### src/rtl/dmc_pkg.sv
package dmc_pkg;
    typedef enum logic [1:0] {
        ST_READY = 2'd0,
        ST_WBACK = 2'd1,
        ST_FREQ  = 2'd2,
        ST_FWAIT = 2'd3
    } dmc_state_e;
endpackage

### src/rtl/dmc_addr_split.sv
module dmc_addr_split #(
    parameter int ADDR_W    = 32,
    parameter int BYTE_BITS = 2,
    parameter int WOFF_W    = 2,
    parameter int IDX_W     = 4,
    parameter int TAG_W     = 24
) (
    input  logic [ADDR_W-1:0] addr,
    output logic [TAG_W-1:0]  tag,
    output logic [IDX_W-1:0]  idx,
    output logic [WOFF_W-1:0] woff
);
    localparam int IDX_LO = BYTE_BITS + WOFF_W;
    localparam int TAG_LO = IDX_LO + IDX_W;

    // byte bits below the word are deliberately left unused
    logic [BYTE_BITS-1:0] unused_byte;
    assign unused_byte = addr[BYTE_BITS-1:0];

    assign woff = addr[BYTE_BITS +: WOFF_W];
    assign idx  = addr[IDX_LO +: IDX_W];
    assign tag  = addr[TAG_LO +: TAG_W];
endmodule

### src/rtl/dmc_tag_store.sv
module dmc_tag_store #(
    parameter int LINES = 16,
    parameter int IDX_W = 4,
    parameter int TAG_W = 24
) (
    input  logic             clk,
    input  logic             rst_n,
    input  logic [IDX_W-1:0] rd_idx,
    output logic [TAG_W-1:0] rd_tag,
    output logic             rd_valid,
    output logic             rd_dirty,
    input  logic             wr_en,
    input  logic [IDX_W-1:0] wr_idx,
    input  logic [TAG_W-1:0] wr_tag,
    input  logic             wr_dirty
);
    logic [TAG_W-1:0] tag_q   [LINES];
    logic [LINES-1:0] valid_q;
    logic [LINES-1:0] dirty_q;

    genvar g;
    generate
        for (g = 0; g < LINES; g++) begin : g_entry
            always_ff @(posedge clk or negedge rst_n) begin
                if (!rst_n) begin
                    tag_q[g]   <= '0;
                    valid_q[g] <= 1'b0;
                    dirty_q[g] <= 1'b0;
                end else if (wr_en && (wr_idx == IDX_W'(g))) begin
                    tag_q[g]   <= wr_tag;
                    valid_q[g] <= 1'b1;
                    dirty_q[g] <= wr_dirty;
                end
            end
        end
    endgenerate

    assign rd_tag   = tag_q[rd_idx];
    assign rd_valid = valid_q[rd_idx];
    assign rd_dirty = dirty_q[rd_idx];
endmodule

### src/rtl/dmc_line_store.sv
module dmc_line_store #(
    parameter int LINES  = 16,
    parameter int IDX_W  = 4,
    parameter int LINE_W = 128
) (
    input  logic              clk,
    input  logic [IDX_W-1:0]  rd_idx,
    output logic [LINE_W-1:0] rd_line,
    input  logic              wr_en,
    input  logic [IDX_W-1:0]  wr_idx,
    input  logic [LINE_W-1:0] wr_line
);
    logic [LINE_W-1:0] line_q [LINES];

    always_ff @(posedge clk) begin
        if (wr_en) begin
            line_q[wr_idx] <= wr_line;
        end
    end

    assign rd_line = line_q[rd_idx];
endmodule

### src/rtl/dm_wb_cache.sv
module dm_wb_cache
    import dmc_pkg::*;
#(
    parameter int ADDR_W         = 32,
    parameter int WORD_W         = 32,
    parameter int WORDS_PER_LINE = 4,
    parameter int LINES          = 16
) (
    input  logic                             clk,
    input  logic                             rst_n,
    input  logic                             req_valid,
    output logic                             req_ready,
    input  logic                             req_write,
    input  logic [ADDR_W-1:0]                req_addr,
    input  logic [WORD_W-1:0]                req_wdata,
    output logic                             rsp_valid,
    output logic [WORD_W-1:0]                rsp_rdata,
    output logic                             mem_req_valid,
    input  logic                             mem_req_ready,
    output logic                             mem_req_write,
    output logic [ADDR_W-1:0]                mem_req_addr,
    output logic [WORD_W*WORDS_PER_LINE-1:0] mem_req_wdata,
    input  logic                             mem_rsp_valid,
    input  logic [WORD_W*WORDS_PER_LINE-1:0] mem_rsp_rdata
);
    localparam int BYTE_BITS = $clog2(WORD_W / 8);
    localparam int WOFF_W    = $clog2(WORDS_PER_LINE);
    localparam int IDX_W     = $clog2(LINES);
    localparam int LOW_W     = BYTE_BITS + WOFF_W;
    localparam int TAG_W     = ADDR_W - IDX_W - LOW_W;
    localparam int LINE_W    = WORD_W * WORDS_PER_LINE;

    typedef struct packed {
        dmc_state_e        state;
        logic [ADDR_W-1:0] p_addr;
        logic              p_write;
        logic [WORD_W-1:0] p_wdata;
        logic              rsp_valid;
        logic [WORD_W-1:0] rsp_data;
    } regs_t;

    regs_t r_d, r_q;

    logic [TAG_W-1:0]  req_tag, p_tag, rd_tag, wr_tag;
    logic [IDX_W-1:0]  req_idx, p_idx, rd_idx, wr_idx;
    logic [WOFF_W-1:0] req_woff, p_woff;
    logic              rd_valid, rd_dirty, hit;
    logic              tag_wr_en, data_wr_en, wr_dirty;
    logic [LINE_W-1:0] rd_line, wr_line;

    function automatic logic [LINE_W-1:0] merge_word(
        input logic [LINE_W-1:0] line,
        input logic [WOFF_W-1:0] sel,
        input logic [WORD_W-1:0] word
    );
        logic [LINE_W-1:0] res;
        res = line;
        for (int w = 0; w < WORDS_PER_LINE; w++) begin
            if (sel == WOFF_W'(w)) begin
                res[w*WORD_W +: WORD_W] = word;
            end
        end
        return res;
    endfunction

    function automatic logic [WORD_W-1:0] pick_word(
        input logic [LINE_W-1:0] line,
        input logic [WOFF_W-1:0] sel
    );
        logic [WORD_W-1:0] res;
        res = '0;
        for (int w = 0; w < WORDS_PER_LINE; w++) begin
            if (sel == WOFF_W'(w)) begin
                res = line[w*WORD_W +: WORD_W];
            end
        end
        return res;
    endfunction

    dmc_addr_split #(
        .ADDR_W(ADDR_W), .BYTE_BITS(BYTE_BITS), .WOFF_W(WOFF_W),
        .IDX_W(IDX_W), .TAG_W(TAG_W)
    ) u_req_split (
        .addr(req_addr), .tag(req_tag), .idx(req_idx), .woff(req_woff)
    );

    dmc_addr_split #(
        .ADDR_W(ADDR_W), .BYTE_BITS(BYTE_BITS), .WOFF_W(WOFF_W),
        .IDX_W(IDX_W), .TAG_W(TAG_W)
    ) u_pend_split (
        .addr(r_q.p_addr), .tag(p_tag), .idx(p_idx), .woff(p_woff)
    );

    // lookup follows the live request when idle, the pending miss otherwise
    assign rd_idx = (r_q.state == ST_READY) ? req_idx : p_idx;

    dmc_tag_store #(
        .LINES(LINES), .IDX_W(IDX_W), .TAG_W(TAG_W)
    ) u_tags (
        .clk(clk), .rst_n(rst_n),
        .rd_idx(rd_idx), .rd_tag(rd_tag), .rd_valid(rd_valid), .rd_dirty(rd_dirty),
        .wr_en(tag_wr_en), .wr_idx(wr_idx), .wr_tag(wr_tag), .wr_dirty(wr_dirty)
    );

    dmc_line_store #(
        .LINES(LINES), .IDX_W(IDX_W), .LINE_W(LINE_W)
    ) u_lines (
        .clk(clk),
        .rd_idx(rd_idx), .rd_line(rd_line),
        .wr_en(data_wr_en), .wr_idx(wr_idx), .wr_line(wr_line)
    );

    assign hit = rd_valid && (rd_tag == req_tag);

    always_comb begin
        r_d           = r_q;
        r_d.rsp_valid = 1'b0;
        tag_wr_en     = 1'b0;
        data_wr_en    = 1'b0;
        wr_idx        = p_idx;
        wr_tag        = p_tag;
        wr_dirty      = 1'b0;
        wr_line       = rd_line;
        mem_req_valid = 1'b0;
        mem_req_write = 1'b0;
        mem_req_addr  = '0;
        mem_req_wdata = rd_line;

        case (r_q.state)
            ST_READY: begin
                if (req_valid) begin
                    if (hit) begin
                        if (req_write) begin
                            tag_wr_en  = 1'b1;
                            data_wr_en = 1'b1;
                            wr_idx     = req_idx;
                            wr_tag     = req_tag;
                            wr_dirty   = 1'b1;
                            wr_line    = merge_word(rd_line, req_woff, req_wdata);
                        end else begin
                            r_d.rsp_valid = 1'b1;
                            r_d.rsp_data  = pick_word(rd_line, req_woff);
                        end
                    end else begin
                        r_d.p_addr  = req_addr;
                        r_d.p_write = req_write;
                        r_d.p_wdata = req_wdata;
                        r_d.state   = (rd_valid && rd_dirty) ? ST_WBACK : ST_FREQ;
                    end
                end
            end
            ST_WBACK: begin
                mem_req_valid = 1'b1;
                mem_req_write = 1'b1;
                mem_req_addr  = {rd_tag, p_idx, {LOW_W{1'b0}}};
                if (mem_req_ready) begin
                    r_d.state = ST_FREQ;
                end
            end
            ST_FREQ: begin
                mem_req_valid = 1'b1;
                mem_req_addr  = {p_tag, p_idx, {LOW_W{1'b0}}};
                if (mem_req_ready) begin
                    r_d.state = ST_FWAIT;
                end
            end
            ST_FWAIT: begin
                if (mem_rsp_valid) begin
                    tag_wr_en  = 1'b1;
                    data_wr_en = 1'b1;
                    wr_dirty   = r_q.p_write;
                    wr_line    = r_q.p_write
                               ? merge_word(mem_rsp_rdata, p_woff, r_q.p_wdata)
                               : mem_rsp_rdata;
                    if (!r_q.p_write) begin
                        r_d.rsp_valid = 1'b1;
                        r_d.rsp_data  = pick_word(mem_rsp_rdata, p_woff);
                    end
                    r_d.state = ST_READY;
                end
            end
            default: r_d.state = ST_READY;
        endcase
    end

    always_ff @(posedge clk or negedge rst_n) begin
        if (!rst_n) begin
            r_q <= '0;
        end else begin
            r_q <= r_d;
        end
    end

    assign req_ready = (r_q.state == ST_READY);
    assign rsp_valid = r_q.rsp_valid;
    assign rsp_rdata = r_q.rsp_data;
endmodule

### config.mk
export PLATFORM = sky130hd
export DESIGN_NAME = dm_wb_cache
export DESIGN_NICKNAME = d
export VERILOG_FILES = /design/src/rtl/dmc_pkg.sv /design/src/rtl/dmc_addr_split.sv /design/src/rtl/dmc_tag_store.sv /design/src/rtl/dmc_line_store.sv /design/src/rtl/dm_wb_cache.sv
export SDC_FILE = /design/constraint.sdc
export NUM_CORES = 2
export LEC_CHECK = 0
export BUFFER_PORTS_ARGS = -buffer_cell sky130_fd_sc_hd__buf_4
export CORE_ASPECT_RATIO = 0.9
export CORE_UTILIZATION = 55
export CTS_BUF_LIST = sky130_fd_sc_hd__clkbuf_16
export CTS_CLUSTER_DIAMETER = 100
export DETAILED_ROUTE_END_ITERATION = 12
export PLACE_DENSITY_LB_ADDON = 0.25
export SETUP_SLACK_MARGIN = 0.05
export SYNTH_ARGS = -nofsm -noshare
export SYNTH_HDL_FRONTEND = slang
export SYNTH_SLANG_ARGS = --single-unit
### constraint.sdc
create_clock -name clk -period 20 [get_ports clk]
set_input_delay 1 -clock clk [delete_from_list [all_inputs] [get_ports clk]]
set_output_delay 1 -clock clk [all_outputs]
set_load 0.01 [all_outputs]
==> impl_metrics.toml <==
[drt]
drt_pre_antenna_iters = 8
ant_nets = 0
detail_route.vias_per_cell = 6.658
via_count = 82711
drt-initial-drc-count = 12194
drc = 0
wire_per_inst_um = 29.66
routed_wl_mm = 368.5

[die]
die-area_mm2 = 0.2107
row_count = 158
die_h_um = 435.6
start_util = 0.5556
coreArea_mm2 = 0.2068
die_w_um = 483.8
io_pins = 394

[yosys]
synthFlopType = "edfxtp_1"
ys_seq_elements = 2562
synth.avg_cell_area_um2 = 12.33
synth_seq_area_share = 0.6472
syn_area_mm2 = 0.1149
netlist_instances = 9321
synthArstFlopShare = 0.2006
synth_cell_types = 82
synth_edf_count = 2048
synth_warnings = 0

[layout]
layout-drive-gt1-share = 0.1729
fin_nets = 9707
syn2layout_area_growth_pct = 12.07
design_area_mm2 = 0.1288
final_cells = 12422
fillers = 15451
final_core_util = 0.6226

[power_and_ir_drop]
power_frac_comb = 0.491
max-vdd-ir-drop_v = 0.0001704
netSwitchingFraction = 0.4356
pwr_density_cell_mw_per_mm2 = 204.5
finalPower_mw = 26.33
p_seq_frac = 0.329
p_int_mw = 14.86
switchingPower_mw = 11.47
clockPowerShare = 0.180
leakage_nw = 48.62

[sta]
rsz0062_at_grt = "no"
fmax_ghz = 0.09826
min_period_ns = 10.18
finClkSkew_ns = 0.06114
hold_viol_final = 0
finalSetupViolCount = 0
relSlewSlack = 0.04225
timing.final.ws_setup_ns = 9.823
slew_violations = 0
finalSetupTns_ns = 0
whs_ns = 0.09587
fin_crit_sh = 0.5089
worstMarginPinSlew_ns = 1.427

[placement]
place_inst = 11949
place.gp.congestion = 0.9343
dp_hpwl_mm = 200.1
dpl_cell_area_mm2 = 0.1206
dp_worst_setup_slack_ns = 10.34
portBuffers = 387

[clock_network]
ctsResizeCount = 0
clk_pin_slew_ns = 0.06
clk-insertion-delay-late_ns = 0.94
cts_setup_buffers = 0
cts.sinks = 2562
ctsHoldBuffers = 0
htree_levels = 5
numCtsBuffers = 274
cts-root-buf = "clkbuf_16"
cts_tree = "built"
max-clock-path-buffers = 4

[critical_path]
rr_endpoint = "u_lines.line_q[3][4]"
ff2ff_path_depth = 17
arrival_ns = 10.68
r2r-start = "r_q[99]"
required_ns = 20.50
critPathLaunch = "r_q[99]"
cp-end-kind = "flip-flop"
path_max_fanout = 51
reg2reg_slack_ns = 9.82
start_kind = "flip-flop"
crit_type = "reg -> reg"

[grt]
grt_first_pass_wirelength_mm = 531.9
grt_max_degree = 195
grt_overflow_total = 0
antenna_found_initial = 10
grtUsageTotal = 0.3424
grt_pass1_vias = 78421

[worst_hold_path]
worstHoldPathType = "in -> async"

[status]
status = "finished clean"

[run]
max-cap-violations = 0
==> power by group through the flow <==
stage | Clock, mW | Sequential, mW | Combinational, mW
floorplan | 0 | 8.70 | 7.04
finish | 4.75 | 8.66 | 12.9
global route | 4.96 | 8.70 | 13.6
CTS | 4.76 | 8.64 | 12.6
global placement | 0 | 8.71 | 12.3
detailed placement | 0 | 8.75 | 12.6
==> registers in the layout (all words and copies together), names as in the netlist <==
signal          count
u_lines.line_q   2048
u_tags.tag_q      384
r_q                65
rsp_rdata          32
u_tags.dirty_q     16
u_tags.valid_q     16
rsp_valid           1
==> area by class of cell <==
cell class,count,area (um2),area share
multi-input combinational,5961,37360,0.2901
timing repair buffer,676,5278,0.04099
sequential,2562,74370,0.5776
clock inverter,190,1191,0.009251
tap,2720,3403,0.02643
antenna,4,10.01,0.00007774
clock buffer,279,6982,0.05423
inverter,30,162.7,0.001263
==> routing by layer <==
layer,vias to the layer above,global-route usage,routed length [um]
met3,969,0.07919,45960
met2,5711,0.5143,164800
met4,10,0.1659,19250
met1,41212,0.4718,138400
li1,34809,-,-
met5,-,0,57
==> cell families (layout without fill, tap and decap cells) <==
| family | count (synthesis) | count (layout) | share of synthesized area |
|---|---|---|---|
| other cells | 1 | 8 | 0.00003264 |
| buf+inv | 801 | 1175 | 0.03007 |
| compound gates | 1239 | 1239 | 0.07366 |
| xor+xnor | 15 | 15 | 0.001144 |
| simple gates | 3741 | 3741 | 0.1437 |
| mux | 958 | 958 | 0.1037 |
| flops | 2562 | 2562 | 0.6472 |
| fa+ha+maj | 4 | 4 | 0.0004356 |
==> worst max-delay path: stages, from the launching register on <==
cell and delay [ns]:
dfrtp_1 0.40, inv_1 0.14, ha_4 0.55, buf_4 0.62, mux2i_4 0.89, buf_4 0.62, nor2_1 0.48, o21ai_0 0.20
nor2_1 0.07, a211oi_1 0.74, nor4bb_1 0.29, nand4_1 0.27, nor4_4 0.80, nand4_2 0.15, buf_4 0.35, mux2i_4 0.95
buf_4 1.00, buf_4 1.00
==> how the worst max path moves through the flow <==
stage	slack, ns	to
5_1_grt	9.76	u_lines.line_q[3][13]
4_1_cts	10.31	u_lines.line_q[3][13]
6_report	9.82	u_lines.line_q[3][4]
3_3_place_gp	10.42	u_lines.line_q[3][40]
3_5_place_dp	10.34	u_lines.line_q[3][13]
2_1_floorplan	12.62	u_lines.line_q[8][0]
==> cells in the mapped netlist (all sizes together), types with 138 or more instances <==
master	count	share of area
edfxtp	2048	0.54
nand2	2048	0.067
nand3	781	0.034
clkbuf	564	0.018
mux2	532	0.053
dfrtp	514	0.11
mux2i	318	0.029
nor2	282	0.0092
and3	252	0.014
o21ai	245	0.011
a311oi	235	0.018
buf	207	0.011
a21oi	187	0.0081
a211oi	152	0.0099
nor3	151	0.0066
a31oi	138	0.0075
==> placed cells by master (no fill, tap or decap), types with 37 or more instances in the layout <==
cell type  instances
nand3_1          779
o21ai_0          229
mux2_2           434
clkbuf_16        279
nor2_1           280
dfrtp_1          511
nor3_1           151
buf_4            659
a211oi_1         152
a22o_1            38
a31oi_1          128
clkinv_1          56
nor2b_1           91
mux2_1            66
a21oi_1          186
clkinv_2          37
a311oi_1         235
edfxtp_1        2048
and3_1           252
mux4_2           107
o22ai_1           51
inv_1             85
nand2_1         2048
mux2i_1          298
nand2b_1          45
Note: power is estimated with default switching activity, not from simulation.
